**config.mk**
```make
export PLATFORM = sky130hd
export DESIGN_NAME = booth_mult
export DESIGN_NICKNAME = d
export VERILOG_FILES = /design/src/rtl/booth_pkg.sv /design/src/rtl/booth_recode.sv /design/src/rtl/booth_step.sv /design/src/rtl/booth_seq.sv /design/src/rtl/booth_mult.sv
export SDC_FILE = /design/constraint.sdc
export NUM_CORES = 1
export LEC_CHECK = 0
export CELL_PAD_IN_SITES_DETAIL_PLACEMENT = 0
export CELL_PAD_IN_SITES_GLOBAL_PLACEMENT = 1
export CORE_MARGIN = 2
export CORE_UTILIZATION = 41
export DETAILED_ROUTE_END_ITERATION = 12
export MAX_ROUTING_LAYER = met4
export PLACE_DENSITY_LB_ADDON = 0.1
export SLEW_MARGIN = 0
export SYNTH_ARGS = -nofsm -noshare
export SYNTH_HDL_FRONTEND = slang
export SYNTH_SLANG_ARGS = --single-unit
export TNS_END_PERCENT = 5
```
**constraint.sdc**
```tcl
create_clock -name clk -period 5.55 [get_ports clk]
set_clock_uncertainty 0.05 [all_clocks]
set_input_delay 0.8325 -clock clk [delete_from_list [all_inputs] [get_ports clk]]
set_output_delay 0.8325 -clock clk [all_outputs]
set_load 0.01 [all_outputs]
```
**src/rtl/booth_pkg.sv**
```systemverilog
// Shared types for the Booth multiplier.
// Assumes: nothing beyond the IEEE 1800-2017 language.
package booth_pkg;

    // Arithmetic action chosen by the recoded bit pair
    typedef enum logic [1:0] {
        BOP_HOLD = 2'b00,
        BOP_ADD  = 2'b01,
        BOP_SUB  = 2'b10
    } booth_op_e;

endpackage

```
**src/rtl/booth_recode.sv**
```systemverilog
// Radix-2 Booth recoder: maps {multiplier bit 0, history bit} to an action.
// Assumes: purely combinational; 01 adds, 10 subtracts, 00/11 hold.
module booth_recode
    import booth_pkg::*;
(
    input  logic      q_lsb,
    input  logic      q_hist,
    output booth_op_e op
);

    // Decode the bit pair into an add, subtract or hold action
    always_comb begin
        case ({q_lsb, q_hist})
            2'b01:   op = BOP_ADD;
            2'b10:   op = BOP_SUB;
            default: op = BOP_HOLD;
        endcase
    end

endmodule

```
**src/rtl/booth_step.sv**
```systemverilog
// One Booth iteration: optional add/subtract of the multiplicand on a
// WIDTH+1 bit accumulator, then an arithmetic right shift of the
// {accumulator, multiplier, history} chain.
// Assumes: WIDTH >= 2; carry out of the guarded accumulator is dropped.
module booth_step
    import booth_pkg::*;
#(
    parameter int WIDTH = 8
) (
    input  logic [WIDTH:0]   acc,
    input  logic [WIDTH-1:0] mplr,
    input  logic [WIDTH-1:0] mcand,
    input  booth_op_e        op,
    output logic [WIDTH:0]   acc_nx,
    output logic [WIDTH-1:0] mplr_nx,
    output logic             hist_nx
);

    localparam int AW = WIDTH + 1;

    logic [AW-1:0] mcand_ext;
    logic [AW-1:0] sum;

    // Sign-extend the multiplicand into the guarded width
    assign mcand_ext = {mcand[WIDTH-1], mcand};

    // Apply the chosen action to the accumulator
    always_comb begin
        case (op)
            BOP_ADD: sum = acc + mcand_ext;
            BOP_SUB: sum = acc - mcand_ext;
            default: sum = acc;
        endcase
    end

    // Arithmetic right shift across the whole chain
    always_comb begin
        acc_nx  = {sum[AW-1], sum[AW-1:1]};
        mplr_nx = {sum[0], mplr[WIDTH-1:1]};
        hist_nx = mplr[0];
    end

endmodule

```
**src/rtl/booth_seq.sv**
```systemverilog
// Sequencer: accepts start when idle, counts WIDTH iterations down,
// and pulses done after the last one.
// Assumes: start while busy is ignored; busy means count is non-zero.
module booth_seq #(
    parameter int WIDTH = 8,
    localparam int CW   = $clog2(WIDTH + 1)
) (
    input  logic          clk,
    input  logic          rst_n,
    input  logic          start,
    output logic          load,
    output logic          busy,
    output logic          done,
    output logic [CW-1:0] count
);

    assign busy = (count != '0);
    assign load = start && !busy;

    // Iteration counter and done pulse
    always_ff @(posedge clk) begin
        if (!rst_n) begin
            count <= '0;
            done  <= 1'b0;
        end else begin
            done <= busy && (count == CW'(1));
            if (load) begin
                count <= CW'(WIDTH);
            end else if (busy) begin
                count <= count - CW'(1);
            end
        end
    end

endmodule

```
**src/rtl/booth_mult.sv**
```systemverilog
// Sequential radix-2 Booth multiplier for signed WIDTH-bit operands.
// One iteration per clock; product valid with the done pulse and held
// until the next accepted start.
// Assumes: synchronous active-low reset; product shows partial values
// while an operation runs.
module booth_mult
    import booth_pkg::*;
#(
    parameter int WIDTH = 8
) (
    input  logic               clk,
    input  logic               rst_n,
    input  logic               start,
    input  logic [WIDTH-1:0]   op_mcand,
    input  logic [WIDTH-1:0]   op_mplier,
    output logic               done,
    output logic [2*WIDTH-1:0] product
);

    localparam int AW = WIDTH + 1;
    localparam int CW = $clog2(WIDTH + 1);

    logic [AW-1:0]    acc_q;
    logic [WIDTH-1:0] mplr_q;
    logic             hist_q;
    logic [WIDTH-1:0] mcand_q;

    logic [AW-1:0]    acc_nx;
    logic [WIDTH-1:0] mplr_nx;
    logic             hist_nx;
    booth_op_e        step_op;
    logic             load;
    logic             busy;
    logic [CW-1:0]    count;

    booth_seq #(.WIDTH(WIDTH)) u_seq (
        .clk   (clk),
        .rst_n (rst_n),
        .start (start),
        .load  (load),
        .busy  (busy),
        .done  (done),
        .count (count)
    );

    booth_recode u_recode (
        .q_lsb  (mplr_q[0]),
        .q_hist (hist_q),
        .op     (step_op)
    );

    booth_step #(.WIDTH(WIDTH)) u_step (
        .acc     (acc_q),
        .mplr    (mplr_q),
        .mcand   (mcand_q),
        .op      (step_op),
        .acc_nx  (acc_nx),
        .mplr_nx (mplr_nx),
        .hist_nx (hist_nx)
    );

    // Datapath registers: load operands or advance one iteration
    always_ff @(posedge clk) begin
        if (!rst_n) begin
            acc_q   <= '0;
            mplr_q  <= '0;
            hist_q  <= 1'b0;
            mcand_q <= '0;
        end else if (load) begin
            acc_q   <= '0;
            mplr_q  <= op_mplier;
            hist_q  <= 1'b0;
            mcand_q <= op_mcand;
        end else if (busy) begin
            acc_q   <= acc_nx;
            mplr_q  <= mplr_nx;
            hist_q  <= hist_nx;
        end
    end

    assign product = {acc_q[WIDTH-1:0], mplr_q};

endmodule

```
==> results by group, run 1 <==
Global routing
  – Vias in the first global route: 1385
  – First-pass GRT wire length: 6550 um
  – GRT Total Usage: 0.169
  – Pin count of the biggest net entering global routing: 26
  – Gr ovfl total: 0
  – Initial antenna violation count: 0

Hold path
  – Hold path depth: 2
  – Worst min-delay path class: flop to flop
  – Worst hold start: hist_q
  – WHS Endpoint: hist_q

Critical path
  – R2R cell count: 11
  – Setup crit end kind: flop
  – R2R setup slack: around 2800 ps
  – FF-to-FF End: acc_q[7]
  – Crit path kind: flop to flop
  – Highest-delay cell along the critical path: or3_1
  – Worst EP arrival: 2950 ps
  – Crit path required time: 5720 ps
  – Launch point of the worst reg-to-reg path: mcand_q[0]
  – Crit-path max FO: 5
  – Cell breakdown of the critical path: inv_1 > ha_1 > nor3b_1 > a21oi_1 > xnor2_1 > ha_1 > o21ai_0 > o21bai_1 > or3_1 > a31o_1 > a21oi_2
  – CP Launch Type: flop
  – Most frequent CP cell: ha_1
  – Worst path max stage delay: 370 ps

Placement
  – Post-Place Cell Area: 2210 um^2
  – IO Port Bufs: 35
  – Placed insts: ~300
  – Post-DP HPWL: 2860 um
  – Placer Congestion: between 0.8 and 0.9
  – Worst slack, placed: 2780 ps

STA
  – Final Slew Violations: 0
  – RSZ-0062 raised after global routing: no
  – Max Fclk: 0.360 GHz
  – Final hold vios: 0
  – Hold WS: 411 ps
  – Final worst path period share: 0.501
  – Setup TNS: 0 ps
  – Final Worst Setup Slack: 2770 ps
  – Period minus WS final: 2780 ps
  – Slew HR: 0.551
  – Setup-failing EPs final: 0
  – Slew @ Worst Pin: 671 ps

Synthesis
  – Synthesis-stage register bit count: 30
  – Synthesized area: ~1800 um^2
  – Ys flop type: dfxtp_1
  – Cell variety after synth: 40
  – Part of the Yosys area used for sequential elements: 0.325
  – Post-synth net total: 252
  – Top cell type's share of synthesized area: 0.325
  – Cell accounting for the most synthesized area: dfxtp_1
  – Syn Area/Cell: around 8.4 um^2
  – Cell count after synthesis: 220
  – Main area contributors after synthesis: dfxtp_1 33%, ha_1 8.1%, nand2_1 6.9%
  – EDFF count, synth: 0
  – Async set-reset flop share out of synthesis: 0
  – Warnings from Yosys: 0

Clock tree
  – CTS tree: yes
  – Worst-path clk slew: 60 ps
  – Cts hold-fix bufs: 0
  – Clock tree buffer depth: 2
  – Gates resized, CTS repair: 0
  – Worst skew pair latency: 290 ps
  – H-tree depth: 2
  – # Post-CTS Setup Buffers: 0
  – Num CTS Buffers: 5
  – Root buffer cell: clkbuf_8
  – Clock sink count: 30

Drt
  – Avg Vias per Cell: 5.03
  – Drt pass-1 iters: 4
  – Routed wire length: just under 4000 um
  – Remaining antenna violation count: 0
  – Vias: 1533
  – Initial DRC Count: 109
  – Drt drc: 0
  – Routed wire length per instance: 12.6 um

Layout
  – Most frequent cells in the layout: 35 x clkdlybuf4s50_1, 34 x nand2_1, 30 x dfxtp_1, 17 x a21oi_1, 13 x nor2_1
  – Final net count: 284
  – Post-Layout Cell Count: 305
  – Area grow syn2layout: 25.0%
  – Most common cell after layout, fill and taps aside: clkdlybuf4s50_1
  – Share of layout cells above drive strength 1: 0.0553
  – Final design utilization: 0.530
  – Design area: 2310 um^2
  – Antenna Diode Count: 0

Die
  – I/O Pins: 36
  – Die Span X: 71.1 um
  – Height of the die: around 71 um
  – Core area: 4350 um^2
  – Row cnt: 24
  – Die area: a little over 5000 um^2
  – Initial core utilization: 0.424

Power and ir drop
  – Design Power: ~1.5 mW
  – VDD IR max: 0.000225 V
  – P_leak: 0.945 nW
  – Power per cell area: roughly 640 nW/um^2

Run status
  – Outcome: complete, no violations

Job
  – Max-Cap Viols: 0
[layer usage]
| metal | up-vias | track usage | routed length, um |
|---|---|---|---|
| met2 | 27 | 0.243 | 1680 |
| met3 | 8 | 0.0385 | 139 |
| met1 | 660 | 0.229 | 1960 |
| met5 | - | - | 0 |
| li1 | 838 | - | - |
| met4 | 0 | 0.0692 | 72 |
[worst max path at each step]
| stage | cells after the start | startpoint | endpoint |
|---|---|---|---|
| after floorplan | 11 | mcand_q[0] | acc_q[7] |
| after global placement | 11 | mcand_q[0] | acc_q[7] |
| after detailed placement | 5 | start | acc_q[6] |
| after CTS | 11 | mcand_q[0] | acc_q[7] |
| after global routing | 11 | mcand_q[1] | acc_q[7] |
| final | 11 | mcand_q[0] | acc_q[7] |
[kinds of logic after synthesis]
| group | synth area share |
|---|---|
| buffers and inverters | 0.0508 |
| AND/OR/NAND/NOR | 0.201 |
| multiplexers | 0.0542 |
| AO/OA/AOI/OAI | 0.220 |
| XOR/XNOR | 0.0569 |
| adder cells (fa/ha/maj) | 0.0922 |
| flip-flops | 0.325 |
[report_power, final]
| group | internal (mW) | switching [mW] | total [mW] | leakage, nW |
|---|---|---|---|---|
| sequential | 0.288 | 0.0734 | 0.361 | 0.246 |
| clock | 0.0995 | 0.0860 | 0.185 | 0.0472 |
| combinational | 0.432 | 0.490 | 0.921 | 0.652 |
[flip-flops by register name, summed over array words and instances (netlist names)]
register,cells
acc_q,8
mcand_q,8
mplr_q,8
u_seq.count,4
hist_q,1
u_seq.done,1
[final cells by class]
| class | count | area, um^2 |
|---|---|---|
| tap | 52 | 65.1 |
| sequential | 30 | 601 |
| fill | 435 | 2050 |
| inverter | 10 | 37.5 |
| clock buffer | 6 | 82.6 |
| clock inverter | 2 | 12.5 |
| timing repair buffer | 36 | 358 |
| multi-input combinational | 169 | 1150 |
[synth_stat cells (3+ instances only)]
cell type	count
inv_1	10
o31ai_1	3
nor2_1	13
nor3_1	3
o21ai_0	10
nand2_1	34
and2_1	4
clkbuf_1	6
a21boi_0	9
xnor2_1	10
a21oi_1	17
o211a_1	8
mux2i_1	10
buf_2	3
nand2b_1	4
dfxtp_1	30
ha_1	12
a211oi_1	5
[critical path, delay by kind of cell (launching register included)]
family	cells	cell delay (ps)
flops	1	350
compound gates	5	860
fa+ha+maj	2	460
xor+xnor	1	210
simple gates	2	710
buf+inv	1	70
No activity file was read; power rests on OpenSTA's default activity.
==> run 2: changes to the inputs <==
- CORE_UTILIZATION: 41 -> 34
- clock period: 5.55 -> 2.3 ns (I/O delays scaled with it)
==> results by group, run 2 (same netlist as run 1, synthesis figures left out) <==
Critical path
  – Worst EP arrival: 2580 ps (-370 ps)
  – Most frequent CP cell: ha_4
  – Setup crit end kind: flop
  – Crit path required time: 2480 ps (-3240 ps)
  – Crit path kind: flop to flop
  – CP Launch Type: flop
  – Highest-delay cell along the critical path: dfxtp_4
  – Cell breakdown of the critical path: inv_4 > ha_4 > nor3b_4 > nor2_2 > xnor2_2 > ha_4 > a211oi_4 > o21bai_1 > or3_1 > a31o_1 > a21oi_2
  – Crit-path max FO: 4 (-1)
  – Worst path max stage delay: 370 ps (about the same)

Clock tree
  – Worst skew pair latency: 290 ps (about the same)
  – Num CTS Buffers: 5 (unchanged)
  – Cts hold-fix bufs: 0 (unchanged)
  – Clock sink count: 30 (unchanged)
  – CTS tree: yes
  – Clock tree buffer depth: 2 (unchanged)
  – Root buffer cell: clkbuf_8
  – Worst-path clk slew: 60 ps (about the same)
  – H-tree depth: 2 (unchanged)

Die
  – Die Span X: 77.7 um (+9.3%)
  – I/O Pins: 36 (unchanged)
  – Height of the die: 77.7 um (+9.3%)
  – Initial core utilization: 0.357 (-0.0671)
  – Core area: 5170 um^2 (+19%)
  – Row cnt: 26 (+8.3%)
  – Die area: 6030 um^2 (+19%)

Job
  – Max-Cap Viols: 0 (unchanged)

Placement
  – Post-DP HPWL: 3330 um (+17%)
  – IO Port Bufs: 35 (unchanged)
  – Placer Congestion: 0.760 (-6.5%)
  – Worst slack, placed: -101 ps (-2880 ps)
  – Post-Place Cell Area: 2460 um^2 (+11%)

Global routing
  – GRT Total Usage: 0.161 (-0.00845)
  – Initial antenna violation count: 0 (unchanged)
  – First-pass GRT wire length: 7420 um (+13%)
  – Gr ovfl total: 0 (unchanged)
  – Vias in the first global route: 1551 (+12%)
  – Pin count of the biggest net entering global routing: 20 (-23%)

STA
  – Setup-failing EPs final: 2 (+2)
  – RSZ-0062 raised after global routing: yes
  – Final Slew Violations: 0 (unchanged)
  – Max Fclk: 0.416 GHz (+16%)
  – Final Worst Setup Slack: -104 ps (-2870 ps)
  – Hold WS: 409 ps (-2.40 ps)
  – Slew @ Worst Pin: 415 ps (-256 ps)
  – Final hold vios: 0 (unchanged)
  – Setup TNS: -158 ps (-158 ps)
  – Final worst path period share: 1.05 (+0.545)
  – Period minus WS final: 2400 ps (-375 ps)
  – Slew HR: 0.723 (+0.171)

Drt
  – Initial DRC Count: 70 (-36%)
  – Routed wire length per instance: 12.7 um (+0.71%)
  – Routed wire length: 4430 um (+15%)
  – Remaining antenna violation count: 0 (unchanged)
  – Drt pass-1 iters: 4 (unchanged)
  – Avg Vias per Cell: 4.80 (-4.6%)
  – Vias: 1674 (+9.2%)
  – Drt drc: 0 (unchanged)

Layout
  – Design area: 2660 um^2 (+15%)
  – Area of the multi-input gates: 1270 um^2 (+10%)
  – Share of layout cells above drive strength 1: 0.222 (+0.167)
  – Most frequent cells in the layout: 35 x clkdlybuf4s50_1, 33 x nand2_1, 27 x dfxtp_1, 26 x buf_4, 13 x a21oi_1
  – Top Registers: acc_q (8), mcand_q (8), mplr_q (8)
  – Most common cell after layout, fill and taps aside: clkdlybuf4s50_1
  – Final net count: 310 (+9.2%)
  – Seq. cell area: 609 um^2 (+1.5%)
  – Area grow syn2layout: 44.3%
  – Fill count: 503 (+16%)
  – Antenna Diode Count: 0 (unchanged)

Power and ir drop
  – P_leak: 1.10 nW (+17%)
  – Design Power: 4.24 mW (+190%)
  – Power per cell area: 1590 nW/um^2 (+150%)
  – VDD IR max: 0.000493 V (+120%)

Run status
  – Outcome: complete, but fails checks
  – Violated checks: negative setup slack

Hold path
  – Worst min-delay path class: flop to flop
-- run 2: worst paths after layout --
kind              start  endpoint  slack, ps  cells after the start
max          mcand_q[1]  acc_q[7]       -100                     11
max reg2reg  mcand_q[1]  acc_q[7]       -100                     11
min              hist_q    hist_q        410                      2
min reg2reg      hist_q    hist_q        410                      2
-- run 2: metal layers --
metal / GRT usage / share of wire / wire length (um) / vias to the layer above
li1: - / - / - / 884
met3: 0.0384 / 0.030 / 132 / 4
met2: 0.239 / 0.45 / 1990 / 24
met5: - / 0 / 0 / -
met4: 0.0589 / 0.010 / 46 / 0
met1: 0.212 / 0.51 / 2260 / 762
-- run 2: metrics by stage --
step,instances,util
after CTS,348,0.501
after floorplan,220,-
final,349,0.515
after global routing,349,0.515
after global placement,340,0.477
after detailed placement,340,0.477
-- run 2: final cells by class --
class                      instances  area share
timing repair buffer              62       0.212
multi-input combinational        169       0.477
tap                               70      0.0329
inverter                          10      0.0150
clock buffer                       7      0.0324
sequential                        30       0.229
clock inverter                     1     0.00188
-- run 2: timing repair --
action,in CTS,in global routing
setup buffers,0,1
setup endpoints to repair,3,4
resized for setup,9,16
pin swaps,2,8
-- run 2: worst max-delay path, delay by kind of cell (launching register included) --
kind	cells	cell delay, ps
and+or+nand+nor	3	660
xor gates and xnor gates	1	170
buffers and inverters	1	60
DFF	1	370
AOI/OAI and AO/OA	4	710
adders and majority gates	2	330
-- run 2: report_power, final --
group | total, mW | leakage, nW | internal (mW) | switching (mW)
sequential | 0.886 | 0.248 | 0.699 | 0.187
clock | 0.449 | 0.0482 | 0.241 | 0.208
combinational | 2.90 | 0.805 | 1.50 | 1.40
total | 4.24 | 1.10 | 2.44 | 1.80
==> run 3: changes to the inputs <==
- CELL_PAD_IN_SITES_DETAIL_PLACEMENT: 0 -> 1
- CTS_BUF_LIST: default -> sky130_fd_sc_hd__clkbuf_16
==> results by group, run 3 (same netlist as run 1, synthesis figures left out) <==
Critical path
  – Highest-delay cell along the critical path: dfxtp_4
  – Setup crit end kind: flop
  – Crit-path max FO: 6 (+2)
  – Crit path kind: flop to flop
  – CP Launch Type: flop
  – Crit path required time: 2420 ps (-60 ps)
  – Cell breakdown of the critical path: nor4_4 > a21oi_2 > xnor2_2 > ha_4 > buf_4 > nand2_4 > buf_4 > a21oi_2 > o31ai_2 > xnor2_1 > a31o_2
  – Worst path depth: 11 (unchanged)
  – Worst path buffer plus inverter count: 2 (+1)
  – Worst EP arrival: 2510 ps (-70 ps)
  – Worst path max stage delay: 370 ps (about the same)
  – CP delay by family, top: compound AO/OA/AOI/OAI gates
  – R2R cell count: 11 (unchanged)

Die
  – Die Span X: 77.7 um (unchanged)
  – Height of the die: 77.7 um (unchanged)
  – Initial core utilization: 0.357 (unchanged)
  – Core area: 5170 um^2 (unchanged)
  – Die area: 6030 um^2 (unchanged)
  – I/O Pins: 36 (unchanged)
  – Row cnt: 26 (unchanged)

STA
  – Final hold vios: 0 (unchanged)
  – Setup-failing EPs final: 3 (+1)
  – Final Slew Violations: 0 (unchanged)
  – Final worst path period share: 1.04 (-0.00465)
  – Max Fclk: 0.418 GHz (+0.45%)
  – Setup TNS: -233 ps (-74.8 ps)
  – Slew @ Worst Pin: 418 ps (+2.68 ps)
  – Hold WS: 415 ps (+5.76 ps)
  – Final Worst Setup Slack: -93.7 ps (+10.7 ps)
  – RSZ-0062 raised after global routing: yes
  – Period minus WS final: 2390 ps (-10.7 ps)
  – Slew HR: 0.721 (-0.00179)

Global routing
  – Vias in the first global route: 1855 (+20%)
  – Initial antenna violation count: 0 (unchanged)
  – First-pass GRT wire length: 9110 um (+23%)
  – Gr ovfl total: 0 (unchanged)
  – GRT Total Usage: 0.197 (+0.0362)
  – Pin count of the biggest net entering global routing: 20 (unchanged)

Placement
  – Post-Place Cell Area: 2460 um^2 (unchanged)
  – Post-DP HPWL: 3890 um (+17%)
  – Placer Congestion: 0.760 (unchanged)
  – Placed insts: 340 (unchanged)
  – Worst slack, placed: -139 ps (-38.2 ps)
  – IO Port Bufs: 35 (unchanged)

Run status
  – Outcome: complete, but fails checks
  – Violated checks: negative setup slack

Hold path
  – Worst min-delay path class: flop to flop
  – Hold path depth: 2 (unchanged)

Drt
  – Avg Vias per Cell: 5.18 (+8.0%)
  – Initial DRC Count: 53 (-24%)
  – Routed wire length: 5590 um (+26%)
  – Remaining antenna violation count: 0 (unchanged)
  – Vias: 1813 (+8.3%)
  – Routed wire length per instance: 16.0 um (+26%)
  – Drt pass-1 iters: 4 (unchanged)
  – Drt drc: 0 (unchanged)

Layout
  – Most frequent cells in the layout: 35 x clkdlybuf4s50_1, 33 x nand2_1, 27 x buf_4, 26 x dfxtp_1, 13 x a21oi_1
  – Share of layout cells above drive strength 1: 0.239 (+0.0171)
  – Final net count: 311 (+0.32%)
  – Design area: 2780 um^2 (+4.3%)
  – Area grow syn2layout: 50.4%
  – Top Registers: acc_q (8), mcand_q (8), mplr_q (8)
  – Most common cell after layout, fill and taps aside: clkdlybuf4s50_1
  – Final design utilization: 0.537 (+0.0220)
  – Post-Layout Cell Count: 350 (+0.29%)
  – Antenna Diode Count: 0 (unchanged)

Clock tree
  – Clock tree buffer depth: 2 (unchanged)
  – Num CTS Buffers: 5 (unchanged)
  – Worst skew pair latency: 280 ps (about the same)
  – CTS tree: yes
  – Cts hold-fix bufs: 0 (unchanged)
  – Root buffer cell: clkbuf_16
  – Clock sink count: 30 (unchanged)
  – H-tree depth: 2 (unchanged)
  – Worst-path clk slew: 50 ps (about the same)

Job
  – Max-Cap Viols: 0 (unchanged)

Power and ir drop
  – P_leak: 1.16 nW (+5.0%)
  – Design Power: 4.86 mW (+15%)
  – Power per cell area: 1750 nW/um^2 (+9.9%)
  – VDD IR max: 0.000591 V (+20%)
==> run 3: what timing repair did <==
action | 4_1_cts | 5_1_grt
cloned | 0 | 0
pin swaps | 10 | 7
setup endpoints to repair | 4 | 6
buffers inserted | 2 | 0
gates resized for setup | 16 | 15
==> run 3: final timing paths <==
check                                start        to  slack [ps]
worst max-delay path            mcand_q[1]  acc_q[6]         -90
worst min-delay path                hist_q    hist_q         410
worst max register to register  mcand_q[1]  acc_q[6]         -90
worst min register to register      hist_q    hist_q         410
==> run 3: power by group <==
part / internal [mW] / switching, mW
Clock: 0.502 / 0.235
Sequential: 0.701 / 0.201
Combinational: 1.61 / 1.61
Total: 2.81 / 2.04
==> run 3: layout make-up <==
| type | instances | area (um^2) |
|---|---|---|
| clock buffer | 5 | 125 |
| clock inverter | 3 | 37.5 |
| tap | 70 | 87.6 |
| inverter | 10 | 40.0 |
| multi-input combinational | 169 | 1300 |
| timing repair buffer | 63 | 573 |
| fill | 596 | 2400 |
| sequential | 30 | 611 |
==> run 3: worst reg2reg max path, stage by stage (launching register included) <==
cell and delay, ps:
dfxtp_4 370, nor4_4 290, a21oi_2 110, xnor2_2 160, ha_4 300, buf_4 150
nand2_4 80, buf_4 150, a21oi_2 170, o31ai_2 90, xnor2_1 130, a31o_2 240
==> run 3: routing by layer <==
metal,track usage,part of all wire,vias up
li1,-,-,886
met1,0.236,0.44,878
met2,0.334,0.50,40
met3,0.0360,0.038,9
met4,0.0643,0.013,0
met5,-,0,-
